## src/rtl/unstuff_pkg.sv

```systemverilog
package unstuff_pkg;
  typedef enum logic {
    ST_IDLE = 1'b0,
    ST_ESC  = 1'b1
  } esc_state_e;
endpackage

```

## src/rtl/unstuff_whiten.sv

```systemverilog
module unstuff_whiten #(
  parameter int W = 8,
  parameter logic [W-1:0] KEY = 8'h55
) (
  input  logic         en,
  input  logic [W-1:0] d,
  output logic [W-1:0] q
);
  generate
    if (KEY == '0) begin : g_bypass
      logic unused_en;
      assign unused_en = en;
      assign q = d;
    end else begin : g_xor
      assign q = en ? (d ^ KEY) : d;
    end
  endgenerate
endmodule

```

## src/rtl/unstuff_decode.sv

```systemverilog
module unstuff_decode
  import unstuff_pkg::*;
#(
  parameter int W = 8,
  parameter logic [W-1:0] ESC = 8'h55,
  parameter logic [W-1:0] SOM = 8'h01,
  parameter logic [W-1:0] BAD = 8'h00
) (
  input  logic         clk,
  input  logic         rst,
  input  logic         accept,
  input  logic [W-1:0] in_byte,
  output logic         ld,
  output logic [W-1:0] ld_byte,
  output logic         cmd_fire,
  output logic         som_fire,
  output logic         err_fire,
  output logic [W-1:0] code
);
  esc_state_e state, nxt;

  always_comb begin
    nxt      = state;
    ld       = 1'b0;
    ld_byte  = in_byte;
    cmd_fire = 1'b0;
    som_fire = 1'b0;
    err_fire = 1'b0;
    code     = in_byte;
    if (accept) begin
      unique case (state)
        ST_IDLE: begin
          if (in_byte == ESC) nxt = ST_ESC;
          else                ld  = 1'b1;
        end
        ST_ESC: begin
          nxt = ST_IDLE;
          if (in_byte == ESC) begin
            ld      = 1'b1;
            ld_byte = ESC;
          end else if (in_byte == BAD) begin
            err_fire = 1'b1;
          end else begin
            cmd_fire = 1'b1;
            som_fire = (in_byte == SOM);
          end
        end
        default: nxt = ST_IDLE;
      endcase
    end
  end

  always_ff @(posedge clk) begin
    if (rst) state <= ST_IDLE;
    else     state <= nxt;
  end

  // pending escape survives idle input cycles
  p_pend_hold_r8: assert property (@(posedge clk) disable iff (rst)
    (state == ST_ESC && !accept) |=> (state == ST_ESC));

  // reset leaves no escape pending
  p_rst_clear_r11: assert property (@(posedge clk)
    rst |=> (state == ST_IDLE));
endmodule

```

## src/rtl/unstuff_outreg.sv

```systemverilog
module unstuff_outreg #(
  parameter int W = 8
) (
  input  logic         clk,
  input  logic         rst,
  input  logic         ld,
  input  logic [W-1:0] ld_byte,
  input  logic         out_ready,
  output logic         out_valid,
  output logic [W-1:0] out_byte
);
  always_ff @(posedge clk) begin
    if (rst) begin
      out_valid <= 1'b0;
      out_byte  <= '0;
    end else if (ld) begin
      out_valid <= 1'b1;
      out_byte  <= ld_byte;
    end else if (out_ready) begin
      out_valid <= 1'b0;
    end
  end

  // a load never lands on a stalled byte
  p_no_overwrite_r9: assert property (@(posedge clk) disable iff (rst)
    ld |-> !(out_valid && !out_ready));

  // stalled byte holds
  p_hold_r9: assert property (@(posedge clk) disable iff (rst)
    (out_valid && !out_ready) |=> (out_valid && $stable(out_byte)));
endmodule

```

## src/rtl/unstuff_evtreg.sv

```systemverilog
module unstuff_evtreg #(
  parameter int W = 8,
  parameter logic [W-1:0] SOM = 8'h01
) (
  input  logic         clk,
  input  logic         rst,
  input  logic         cmd_fire,
  input  logic         som_fire,
  input  logic         err_fire,
  input  logic [W-1:0] code,
  output logic         cmd_valid,
  output logic         som_pulse,
  output logic         err_pulse,
  output logic [W-1:0] cmd_code
);
  always_ff @(posedge clk) begin
    if (rst) begin
      cmd_valid <= 1'b0;
      som_pulse <= 1'b0;
      err_pulse <= 1'b0;
      cmd_code  <= '0;
    end else begin
      cmd_valid <= cmd_fire;
      som_pulse <= som_fire;
      err_pulse <= err_fire;
      if (cmd_fire) cmd_code <= code;
    end
  end

  // strobes last one cycle
  p_cmd_pulse_r10: assert property (@(posedge clk) disable iff (rst)
    cmd_valid |=> !cmd_valid);
  p_err_pulse_r10: assert property (@(posedge clk) disable iff (rst)
    err_pulse |=> !err_pulse);

  // start marker travels with its command strobe
  p_som_cmd_r4: assert property (@(posedge clk) disable iff (rst)
    som_pulse |-> (cmd_valid && cmd_code == SOM));

  // illegal pair never raises a command
  p_err_nocmd_r6: assert property (@(posedge clk) disable iff (rst)
    $onehot0({err_pulse, cmd_valid}));
endmodule

```

## src/rtl/esc_unstuffer.sv

```systemverilog
module esc_unstuffer #(
  parameter int W = 8,
  parameter logic [W-1:0] ESC = 8'h55,
  parameter logic [W-1:0] SOM = 8'h01,
  parameter logic [W-1:0] BAD = 8'h00,
  parameter logic [W-1:0] WKEY = 8'h55
) (
  input  logic         clk,
  input  logic         rst,
  input  logic         whiten_en,
  input  logic         in_valid,
  output logic         in_ready,
  input  logic [W-1:0] in_byte,
  output logic         out_valid,
  input  logic         out_ready,
  output logic [W-1:0] out_byte,
  output logic         cmd_valid,
  output logic [W-1:0] cmd_code,
  output logic         som_pulse,
  output logic         err_pulse
);
  logic         accept, ld, cmd_fire, som_fire, err_fire;
  logic [W-1:0] ld_raw, ld_clean, code;

  assign in_ready = !(out_valid && !out_ready);
  assign accept   = in_valid && in_ready;

  unstuff_decode #(.W(W), .ESC(ESC), .SOM(SOM), .BAD(BAD)) u_dec (
    .clk(clk), .rst(rst), .accept(accept), .in_byte(in_byte),
    .ld(ld), .ld_byte(ld_raw), .cmd_fire(cmd_fire), .som_fire(som_fire),
    .err_fire(err_fire), .code(code)
  );

  unstuff_whiten #(.W(W), .KEY(WKEY)) u_wht (
    .en(whiten_en), .d(ld_raw), .q(ld_clean)
  );

  unstuff_outreg #(.W(W)) u_out (
    .clk(clk), .rst(rst), .ld(ld), .ld_byte(ld_clean),
    .out_ready(out_ready), .out_valid(out_valid), .out_byte(out_byte)
  );

  unstuff_evtreg #(.W(W), .SOM(SOM)) u_evt (
    .clk(clk), .rst(rst), .cmd_fire(cmd_fire), .som_fire(som_fire),
    .err_fire(err_fire), .code(code), .cmd_valid(cmd_valid),
    .som_pulse(som_pulse), .err_pulse(err_pulse), .cmd_code(cmd_code)
  );

  // a payload byte appears only after an accepted input byte
  p_data_after_accept_r2: assert property (@(posedge clk) disable iff (rst)
    $rose(out_valid) |-> $past(accept));
endmodule

```

## config.mk

```make
export PLATFORM = sky130hd
export DESIGN_NAME = esc_unstuffer
export DESIGN_NICKNAME = d
export VERILOG_FILES = /design/src/rtl/unstuff_pkg.sv /design/src/rtl/unstuff_whiten.sv /design/src/rtl/unstuff_decode.sv /design/src/rtl/unstuff_outreg.sv /design/src/rtl/unstuff_evtreg.sv /design/src/rtl/esc_unstuffer.sv
export SDC_FILE = /design/constraint.sdc
export NUM_CORES = 1
export LEC_CHECK = 0
export BUFFER_PORTS_ARGS = -buffer_cell sky130_fd_sc_hd__buf_2
export CAP_MARGIN = 15
export CORE_MARGIN = 2
export CORE_UTILIZATION = 46
export DETAILED_ROUTE_END_ITERATION = 12
export PLACE_DENSITY = 0.84
export SYNTH_ARGS = -nofsm -noshare
export SYNTH_HDL_FRONTEND = slang
export SYNTH_SLANG_ARGS = --single-unit
```

## constraint.sdc

```tcl
create_clock -name clk -period 2.2 [get_ports clk]
set_input_delay 0.33 -clock clk [delete_from_list [all_inputs] [get_ports clk]]
set_output_delay 0.33 -clock clk [all_outputs]
set_load 0.1 [all_outputs]
```

==> results.ini <==
[global_route]
grt_start_max_net_pins = 22
grt_pass1_vias = 643
grt_use_total = 0.181
grt-ovfl-total = 0
antenna_found_initial = 0
grt_pass1_wl_mm = 2.73

[worst_setup_path]
r2r_start = u_dec.state
critPathLaunchType = primary input
crit_fanout = 10
regToRegEndpoint = u_out.out_byte[1]
worst-setup-path-type = in -> reg
crit_slowest_cell = or4_4
cp_common_cell = nor2_1
path_cells = buf_2 -> or4_4 -> nor2_1 -> ha_1 -> and3_1 -> mux2i_1 -> nor2_1
crit_path_end_kind = register
critPathMaxStageDelay_ns = 0.58
arrival_ns = 1.99
cp.required_ns = 2.39
cp_top_family = simple AND/OR/NAND/NOR gates
r2r_cells = 5
crit_buf_inv = 1
r2r_slack_ns = 0.74

[power_and_ir_drop]
p_clk_frac = 0.241
p_seq_frac = 0.529
p_comb_frac = 0.231
p_per_area_mw_per_mm2 = 724
leakagePower_nw = 0.449
p_sw_frac = 0.340
p_switching_w = 0.000257
ir_worst_vdd_mv = 0.479
internal-power_w = 0.000499

[drt]
num_vias = 797
drt_drc_violations_left = 0
drt_first_pass_iters = 4
routed_wl_mm = 1.88
viasPerCell = 5.35
ant_nets = 0
wire_per_inst_um = 12.6
drt_iter0_markers = 19

[sta]
fin_crit_sh = 0.815
slew_viol_final = 0
fmax_mhz = 558
tns_ns = 0
worst_pin_slew_ns = 0.489
hold_viol_final = 0
period_needed_ns = 1.79
fin_worst_skew_ns = 0.00692
slew_headroom = 0.676
rsz0062_at_grt = false
setup_viol = 0

[placed_design]
gp_congestion = 0.739
dpl_cell_area_mm2 = 0.00102
hpwl_mm = 1.43
port_buffers = 33

[hold_path]
whs_endpoint = u_evt.cmd_code[3]
worstHoldStart = in_byte[3]
hold_depth = 3
hp-class = in -> reg

[synthesis]
ys_ff_latch = 21
synth_top_area_frac = 0.494
synthesis.area_um2 = 851
synth_cell_types = 24
yosys-top-cells-area = dfxtp_1 (49%), a21oi_1 (5.9%), mux2i_1 (4.7%), o21ai_0 (4.7%), nor2_1 (4.4%)
yosysWarningCount = 0
ys_seq_area_frac = 0.494
synth_area_per_cell_um2 = 9.05
synth_top_area_cell = dfxtp_1
syn_nets = 108
syn_inst = 94

[floorplan]
rows = 15
chipWidth_um = 47.0
start_util = 0.493
dieHeight_um = 47.0
dieArea_mm2 = 0.00221
io-pin-count = 34
core_mm2 = 0.00173

[clock_network]
cts_buffers = 3
h-tree-depth = 1
root_buffer = clkbuf_4
ctsResizeCount = 0
cts_sinks = 21
cts_buffer_depth = 2
clk-insertion-delay-late_ns = 0.30
ctsHoldBuffers = 0
clk_pin_slew_ns = 0.11
cts_setup_buffers = 0
cts_tree = yes

[layout]
final_layout_size_suffix_gt1_frac = 0.331
finalInstanceArea_mm2 = 0.00104
final_common_cell = buf_2
antennaDiodeCount = 0
syn2layout_area_growth_pct = 22.6
final_nets = 139
layout_common_cells = buf_2 (33), dfxtp_1 (20), nor2_1 (10), a21oi_1 (10), o21ai_0 (8)

[run]
drv_cap = 0

[status]
outcome = finished clean

worst max-delay path by stage:
stage / startpoint / endpoint / slack (ns) / cells after the start
final: in_byte[7] / u_out.out_byte[1] / 0.41 / 7
after detailed placement: in_byte[7] / u_out.out_byte[1] / 0.06 / 7
after global routing: in_byte[7] / u_out.out_byte[1] / 0.29 / 7
after CTS: in_byte[7] / u_out.out_byte[1] / 0.39 / 7
after floorplan: u_out.out_valid / u_out.out_byte[1] / 0.24 / 6
after global placement: in_byte[7] / u_out.out_byte[3] / 0.15 / 7
through the flow:
step | instances | setup WS [ns] | power, W | hold WS, ns | utilization
finish | 149 | 0.406 | 0.000756 | 0.284 | 0.604
global route | 149 | 0.288 | 0.000781 | 0.285 | 0.604
CTS | 149 | 0.393 | 0.000758 | 0.284 | 0.604
detailed placement | 145 | 0.0630 | 0.000582 | 0.468 | 0.589
global placement | 145 | 0.152 | 0.000579 | 0.464 | 0.589
floorplan | 94 | 0.237 | 0.000546 | 0.407 | -
Yosys cell counts:
master,n
ha_1,1
o21ai_0,8
a31oi_1,1
nor3_1,2
xnor2_1,4
nor4_1,2
nand4_1,1
nand2_1,5
nor2_1,10
a211oi_1,4
buf_1,1
buf_2,1
clkbuf_1,4
nand3_1,6
dfxtp_1,21
a21o_2,1
nand2b_1,1
buf_4,1
a21oi_1,10
or4_4,2
mux2i_1,4
and3_1,2
a21oi_4,1
inv_1,1
cells by family (layout without fill, tap and decap cells):
family	count (synthesis)	after routing	share of synthesized area
AOI/OAI and AO/OA	25	25	0.178
xor gates and xnor gates	4	4	0.0412
adders and majority gates	1	1	0.0147
buffers and inverters	8	38	0.0412
DFF	21	21	0.494
muxes	4	4	0.0471
and+or+nand+nor	31	31	0.184
flip-flops by register name (all words and copies together), names as in the netlist:
register / flops
u_dec.state: 1
u_out.out_valid: 1
u_evt.cmd_valid: 1
u_evt.err_pulse: 1
u_out.out_byte: 8
u_evt.som_pulse: 1
u_evt.cmd_code: 8
area by class of cell:
class | instances | area, µm²
flip-flops and latches | 21 | 422
clock buffers | 4 | 26.3
multi-input cells | 65 | 395
inverters | 1 | 3.75
fillers | 169 | 683
well taps | 25 | 31.3
repair buffers | 33 | 165
worst register-to-register path, cell delays in order (launching register included):
cell and delay, ns:
dfxtp_1 0.37, inv_1 0.07, ha_1 0.28, and3_1 0.37
mux2i_1 0.23, nor2_1 0.05
metal layers:
metal / vias to the layer above / track usage / routed length (µm)
met5: - / 0 / 0
met4: 0 / 0.0722 / 23
met3: 4 / 0.0846 / 196
met2: 41 / 0.288 / 893
met1: 362 / 0.213 / 765
li1: 390 / - / -
power groups by stage:
stage	Sequential, W	Clock [W]	Combinational (W)
floorplan	0.000499	0	0.0000472
global placement	0.000407	0	0.000171
detailed placement	0.000408	0	0.000174
CTS	0.000399	0.000184	0.000174
global route	0.000401	0.000198	0.000182
finish	0.000399	0.000182	0.000174
No activity file was read; power rests on OpenSTA's default activity.
